## config.mk

```make
export PLATFORM = sky130hd
export DESIGN_NAME = dc_intr_slice
export DESIGN_NICKNAME = d
export VERILOG_FILES = /design/src/rtl/dc_pkg.sv /design/src/rtl/dc_bus_cycle.sv /design/src/rtl/dc_ret_snoop.sv /design/src/rtl/dc_prio_latch.sv /design/src/rtl/dc_intr_slice.sv
export SDC_FILE = /design/constraint.sdc
export NUM_CORES = 1
export LEC_CHECK = 0
export ABC_AREA = 1
export BUFFER_PORTS_ARGS = -buffer_cell sky130_fd_sc_hd__buf_2
export CORE_MARGIN = 8
export CORE_UTILIZATION = 30
export DETAILED_ROUTE_END_ITERATION = 16
export GPL_ROUTABILITY_DRIVEN = 1
export PLACE_DENSITY = 0.68
export RECOVER_POWER = 25
export SLEW_MARGIN = 10
export SYNTH_ARGS = -nofsm -noshare
export SYNTH_HDL_FRONTEND = slang
export SYNTH_SLANG_ARGS = --single-unit
```

## constraint.sdc

```tcl
create_clock -name clk_i -period 1.2 [get_ports clk_i]
set_clock_uncertainty 0.15 [all_clocks]
set_input_delay 0.18 -clock clk_i [delete_from_list [all_inputs] [get_ports clk_i]]
set_output_delay 0.18 -clock clk_i [all_outputs]
set_load 0.005 [all_outputs]
```

## src/rtl/dc_pkg.sv

```systemverilog
package dc_pkg;
  typedef enum logic [0:0] {
    SNOOP_IDLE   = 1'b0,
    SNOOP_PREFIX = 1'b1
  } snoop_st_e;
endpackage

```

## src/rtl/dc_bus_cycle.sv

```systemverilog
module dc_bus_cycle (
  input  logic clk_i,
  input  logic rst_ni,
  input  logic m1_ni,
  input  logic iorq_ni,
  input  logic rd_ni,
  output logic fetch_start_o,
  output logic ack_act_o,
  output logic ack_start_o
);
  logic fetch_act, fetch_q, ack_q;

  assign fetch_act = !m1_ni && !rd_ni && iorq_ni;
  assign ack_act_o = !m1_ni && !iorq_ni && rd_ni;

  always_ff @(posedge clk_i or negedge rst_ni) begin
    if (!rst_ni) begin
      fetch_q <= 1'b0;
      ack_q   <= 1'b0;
    end else begin
      fetch_q <= fetch_act;
      ack_q   <= ack_act_o;
    end
  end

  // first clock of each bus cycle only
  assign fetch_start_o = fetch_act && !fetch_q;
  assign ack_start_o   = ack_act_o && !ack_q;
endmodule

```

## src/rtl/dc_ret_snoop.sv

```systemverilog
module dc_ret_snoop #(
  parameter int unsigned         DATA_W    = 8,
  parameter logic [DATA_W-1:0]   PREFIX_OP = 8'hED,
  parameter logic [DATA_W-1:0]   RET_OP    = 8'h4D
) (
  input  logic              clk_i,
  input  logic              rst_ni,
  input  logic              fetch_start_i,
  input  logic [DATA_W-1:0] data_i,
  output logic              prefix_seen_o,
  output logic              ret_hit_o
);
  import dc_pkg::*;

  snoop_st_e st_q, st_d;

  always_comb begin
    st_d = st_q;
    if (fetch_start_i) begin
      if (st_q == SNOOP_IDLE && data_i == PREFIX_OP) st_d = SNOOP_PREFIX;
      else                                           st_d = SNOOP_IDLE;
    end
  end

  always_ff @(posedge clk_i or negedge rst_ni) begin
    if (!rst_ni) st_q <= SNOOP_IDLE;
    else         st_q <= st_d;
  end

  assign prefix_seen_o = (st_q == SNOOP_PREFIX);
  assign ret_hit_o     = prefix_seen_o && fetch_start_i && (data_i == RET_OP);
endmodule

```

## src/rtl/dc_prio_latch.sv

```systemverilog
module dc_prio_latch (
  input  logic clk_i,
  input  logic rst_ni,
  input  logic req_i,
  input  logic iei_i,
  input  logic ack_act_i,
  input  logic ack_start_i,
  input  logic ret_hit_i,
  input  logic prefix_seen_i,
  output logic pend_o,
  output logic ius_o,
  output logic claim_o,
  output logic irq_o,
  output logic ieo_o
);
  logic pend_q, ius_q, own_q;
  logic take, release_ius;

  assign take        = ack_start_i && iei_i && pend_q;
  assign release_ius = ret_hit_i && iei_i && ius_q;

  always_ff @(posedge clk_i or negedge rst_ni) begin
    if (!rst_ni) begin
      pend_q <= 1'b0;
      ius_q  <= 1'b0;
      own_q  <= 1'b0;
    end else begin
      pend_q <= (pend_q && !take) || req_i;
      if (take)             ius_q <= 1'b1;
      else if (release_ius) ius_q <= 1'b0;
      if (take)             own_q <= 1'b1;
      else if (!ack_act_i)  own_q <= 1'b0;
    end
  end

  assign claim_o = take || (ack_act_i && own_q);
  assign irq_o   = pend_q && iei_i && !ius_q;
  // pending-only device releases chain after prefix fetch
  assign ieo_o   = iei_i && !ius_q && (!pend_q || prefix_seen_i);
  assign pend_o  = pend_q;
  assign ius_o   = ius_q;
endmodule

```

## src/rtl/dc_intr_slice.sv

```systemverilog
module dc_intr_slice #(
  parameter int unsigned       DATA_W    = 8,
  parameter logic [DATA_W-1:0] PREFIX_OP = 8'hED,
  parameter logic [DATA_W-1:0] RET_OP    = 8'h4D
) (
  input  logic              clk_i,
  input  logic              rst_ni,
  input  logic              req_i,
  input  logic [DATA_W-1:0] vec_i,
  input  logic              m1_ni,
  input  logic              iorq_ni,
  input  logic              rd_ni,
  input  logic [DATA_W-1:0] data_i,
  input  logic              iei_i,
  output logic              ieo_o,
  output logic              irq_o,
  output logic [DATA_W-1:0] data_o,
  output logic              data_oe_o
);
  logic fetch_start, ack_act, ack_start;
  logic prefix_seen, ret_hit;
  logic pend_q, ius_q, claim;

  dc_bus_cycle u_bus (
    .clk_i         (clk_i),
    .rst_ni        (rst_ni),
    .m1_ni         (m1_ni),
    .iorq_ni       (iorq_ni),
    .rd_ni         (rd_ni),
    .fetch_start_o (fetch_start),
    .ack_act_o     (ack_act),
    .ack_start_o   (ack_start)
  );

  dc_ret_snoop #(
    .DATA_W    (DATA_W),
    .PREFIX_OP (PREFIX_OP),
    .RET_OP    (RET_OP)
  ) u_snoop (
    .clk_i         (clk_i),
    .rst_ni        (rst_ni),
    .fetch_start_i (fetch_start),
    .data_i        (data_i),
    .prefix_seen_o (prefix_seen),
    .ret_hit_o     (ret_hit)
  );

  dc_prio_latch u_latch (
    .clk_i         (clk_i),
    .rst_ni        (rst_ni),
    .req_i         (req_i),
    .iei_i         (iei_i),
    .ack_act_i     (ack_act),
    .ack_start_i   (ack_start),
    .ret_hit_i     (ret_hit),
    .prefix_seen_i (prefix_seen),
    .pend_o        (pend_q),
    .ius_o         (ius_q),
    .claim_o       (claim),
    .irq_o         (irq_o),
    .ieo_o         (ieo_o)
  );

  assign data_oe_o = claim;
  assign data_o    = claim ? vec_i : '0;
endmodule

```

**Word-level counts from Yosys, hierarchy flattened**

Index checks and enable logic that the tools add are counted.

- Latch bits: 0
- Output and inout port bits: 11
- Register bits after elaboration: 6
- Bits in read-only memories: 0
- Word-level logic and storage cells: 47
- Memories kept: 0
- Input port bits: 23
- RAM bits: 0

- Multiplexer cells: 6
- Eq/ne operators: 3
- Shift operators: 0
- Add/subtract/negate cells: 0
- Divide/modulo/power cells: 0
- Reductions and logical operators: 31
- Multiply operators: 0
- Bitwise logic cells: 1
- Order comparisons: 0

Operators by type and width:

| cell | number |
|---|---|
| $logic_and A1 B1 Y1 | 19 |
| $eq A8 B7 Y1 const B | 1 |
| $eq A8 B8 Y1 const B | 1 |
| $logic_not A1 Y1 | 8 |
| $mux W8 | 1 |
| $mux W1 | 5 |
| $logic_or A1 B1 Y1 | 3 |
| $ne A2 B1 Y1 const B | 1 |
| $reduce_bool A2 Y1 | 1 |
| $not A1 Y1 | 1 |

**Depth between registers and ports, before layout**

- Depth after elaboration: 10
- Gate-level depth with buffers: 7
- Gate-level depth less buffers: 7

**Cells and area by module**

From an unflattened synthesis, not the netlist that was laid out.

- Cells, all modules: 65
- Area total of the unflattened synthesis: 385.4 um2

By module, submodules not included:

| module | area an instance (um2) | times used | cells each |
|---|---|---|---|
| dc_prio_latch | 140.1 | 1 | 20 |
| dc_ret_snoop | 95.1 | 1 | 18 |
| dc_bus_cycle | 85.1 | 1 | 10 |
| dc_intr_slice | 65.1 | 1 | 17 |

**Worst setup path before layout**

Ideal clock, no wire load.

- Kind: register -> output
- From: reg u_bus.ack_q
- To: out data_o[0]
- Setup slack: -0.055 ns
- Arrival time: 0.925 ns
- Data required time: 0.870 ns
- Stages on the path, launching flop included: 5
- Path through: dfrtp_1 > nor2_1 > nand3_2 > buf_4 > a21boi_0

- Word-level cells in the longest chain between the ends: 6

Ends and longest elaborated chain:

| what | line | source |
|---|---|---|
| from (decl) | dc_bus_cycle.sv:11 | `logic fetch_act, fetch_q, ack_q;` |
| from (signal assigned) | dc_bus_cycle.sv:22 | `ack_q <= ack_act_o;` |
| $logic_not A1 Y1 | dc_bus_cycle.sv:28 | `assign ack_start_o = ack_act_o && !ack_q;` |
| $logic_and A1 B1 Y1 | dc_bus_cycle.sv:28 |  |
| $logic_and A1 B1 Y1 (2 in a row) | dc_prio_latch.sv:19 | `assign take = ack_start_i && iei_i && pend_q;` |
| $logic_or A1 B1 Y1 | dc_prio_latch.sv:36 | `assign claim_o = take \|\| (ack_act_i && own_q);` |
| $mux W8 | dc_intr_slice.sv:65 | `assign data_o = claim ? vec_i : '0;` |
| to (decl) | dc_intr_slice.sv:17 | `output logic [DATA_W-1:0] data_o,` |

No other way between the ends.

**Final worst setup path**

- From: reg u_bus.ack_q
- To: out data_o[5]

The elaborated chain is that of the path after synthesis.

==> metrics.cfg <==
[place]
place_inst = 104
finalWeightedCongestion = 0.741
place.detailed.hpwl_um = 971
place_area_um2 = 609
place_ws_ns = -0.252
io_buffer_count = 33

[finish]
instances_no_fill = 111
seq_area_um2 = 151
fillers = 120
fin_area_um2 = 726
drive_above_1_share_pct = 55.2
antenna_cells = 0
final_common_cell = buf_2
multi_input_area_um2 = 272
fin_nets = 121
layout_common_cells = 31 x buf_2, 10 x nand2_1, 8 x inv_1, 7 x nor2_1
area_growth_pct = 84.7

[grt]
first_global_vias = 536
grt_pass1_wl_mm = 2.12
track_usage_pct = 10.1
gr-max-usage-layer = met2
overflow = 0
antenna_found_initial = 0
grt_max_degree = 11
use_met2_pct = 15.8
grt_use_met3_pct = 5.68
use_met1_pct = 11.2

[timing]
hold_violations = 0
min_period_over_period_pct = 131
fmax_ghz = 0.638
setup_violations = 11
tns_ns = -3.30
worst_slew_pin_slew_ns = 0.394
layout_min_cycle_time_ns = 1.57
layout_setup_ws_ns = -0.368
rsz0062_at_grt = true
finalMaxSlewViolations = 0
relSlewSlack_pct = 73.7

[job]
max_cap_violations = 0

[routing]
drtIter0Drc = 3
drtPass1Iterations = 3
wl_mm = 1.33
route.detailed.wl_per_inst_um = 12.0
viasPerCell = 4.50
ant_nets = 0
drc_errors = 0
vias = 499

[worst_setup_path]
worstSetupEndpointType = output port
cp_cell_sequence = nor2_4 > nand3_4 > a21boi_2 > buf_2
critPathMaxFanout = 5
start_kind = register
worstPathArrival_ns = 1.24
r2r_slack_ns = 0.03
critPathTopFamily = flip-flops
cp_slowest_cell = dfrtp_1
path_class = reg2out
critical_path_required_ns = 0.87
slowest_delay_ns = 0.38
critical_path_buf_inv_count = 1

[synthesis]
synth_compound_area_share_pct = 19.1
synthAdderAreaFrac_pct = 0
ys_ff_latch = 6
yosys_warnings = 0
syn_nets = 75
synth-xor-area-share_pct = 0
synth_mux_area_share_pct = 0
syn_area_um2 = 393
seq_area_frac_synth_pct = 38.2
syn_avg_cell_area_um2 = 7.56
postSynthCellCount = 52
synth_top_family_by_area = simple AND/OR/NAND/NOR gates
synthSimpleGateAreaFrac_pct = 33.1
ys_types = 12

[clocking]
cts.path.max_buffers = 2
cts_buffers = 3
cts_max_level = 1
cts-root-buf = clkbuf_4
cts.sinks = 6
cts_tree = built
clkSlewWorstSetupHoldPaths_ns = 0.05
clk-insertion-delay-late_ns = 0.24

[power]
power_mw = 0.524
ir_drop_uv = 368
cellPowerDensity_nw_per_um2 = 723
p_leak_nw = 0.416

[floorplanning]
coreArea_um2 = 1270
die_area_um2 = 2720
rows = 13
initial_core_util_pct = 31.0
die_h_um = 52.2
die_x_um = 52.2
io_pins = 34

[hold_path]
hp-class = in2reg

[outcome]
violations = negative setup slack
status = complete, but fails checks

[layer usage]
| layer | share of wire (%) | vias up | routed length (um) |
|---|---|---|---|
| met2 | 46 | 27 | 613 |
| met4 | 0 | 0 | 0 |
| li1 | - | 259 | - |
| met1 | 39 | 213 | 516 |
| met3 | 15 | 0 | 196 |
| met5 | 0 | - | 0 |
[flip-flops by register name, indices dropped and copies added (netlist names)]
signal,cells
u_snoop.prefix_seen_o,1
u_latch.own_q,1
u_latch.pend_o,1
u_bus.fetch_q,1
u_latch.ius_o,1
u_bus.ack_q,1
[through the flow]
stage | hold slack [ns] | utilization, %
after global routing | 0.0877 | 57.2
final | 0.0596 | 57.2
after CTS | 0.0516 | 54.4
after floorplan | -0.266 | -
after global placement | -0.139 | 48.0
after detailed placement | -0.138 | 48.0
[kinds of logic (layout without fill, tap and decap cells)]
logic type,Yosys count,in the layout
buf+inv,9,52
compound gates,10,10
flops,6,6
simple gates,27,28
[synthesized netlist by cell type]
library cell,count,area (um2)
nand3_2,1,10.0
a21boi_0,8,60.1
nand3_1,4,20.0
nand2_1,12,45.0
a21o_1,1,7.51
dfrtp_1,6,150
inv_1,8,30.0
nor3b_4,1,18.8
buf_4,1,7.51
a211oi_1,1,7.51
nor2_1,8,30.0
nand4_1,1,6.26
[layout make-up]
type	instances	share of cell area, %
inverters	8	4.14
repair buffers	41	31.9
flip-flops and latches	6	20.9
well taps	15	2.59
multi-input cells	38	37.4
clock buffers	3	3.10
[path summary, 6_finish.rpt]
| path | endpoint | from | depth (start not counted) |
|---|---|---|---|
| setup reg to reg | u_latch.pend_o | u_bus.ack_q | 4 |
| min in group asynchronous | u_bus.fetch_q | rst_ni | 2 |
| setup / recovery | data_o[5] | u_bus.ack_q | 4 |
| hold reg to reg | u_latch.ius_o | u_latch.ius_o | 2 |
| hold / removal | u_bus.fetch_q | rd_ni | 4 |
| max in group asynchronous | u_latch.pend_o | rst_ni | 2 |
[power by group]
group	total, mW	internal (mW)	switching, mW
Sequential	0.220	0.212	0.00830
Combinational	0.117	0.0654	0.0516
Clock	0.188	0.113	0.0743
[worst register-to-register path: stages (launching register included)]
cell	delay, ns
dfrtp_1	0.38
nor2_4	0.19
buf_4	0.14
nand2_1	0.05
a21o_1	0.14
[timing repair]
action | in CTS | in global routing
cloned | 1 | 0
resized for setup | 6 | 9
pin swaps | 4 | 4
setup buffers | 1 | 2
hold buffers | 2 | 0
setup endpoints to repair | 11 | 13
hold endpoints to repair | 7 | 0
No activity file was read; power rests on OpenSTA's default activity.
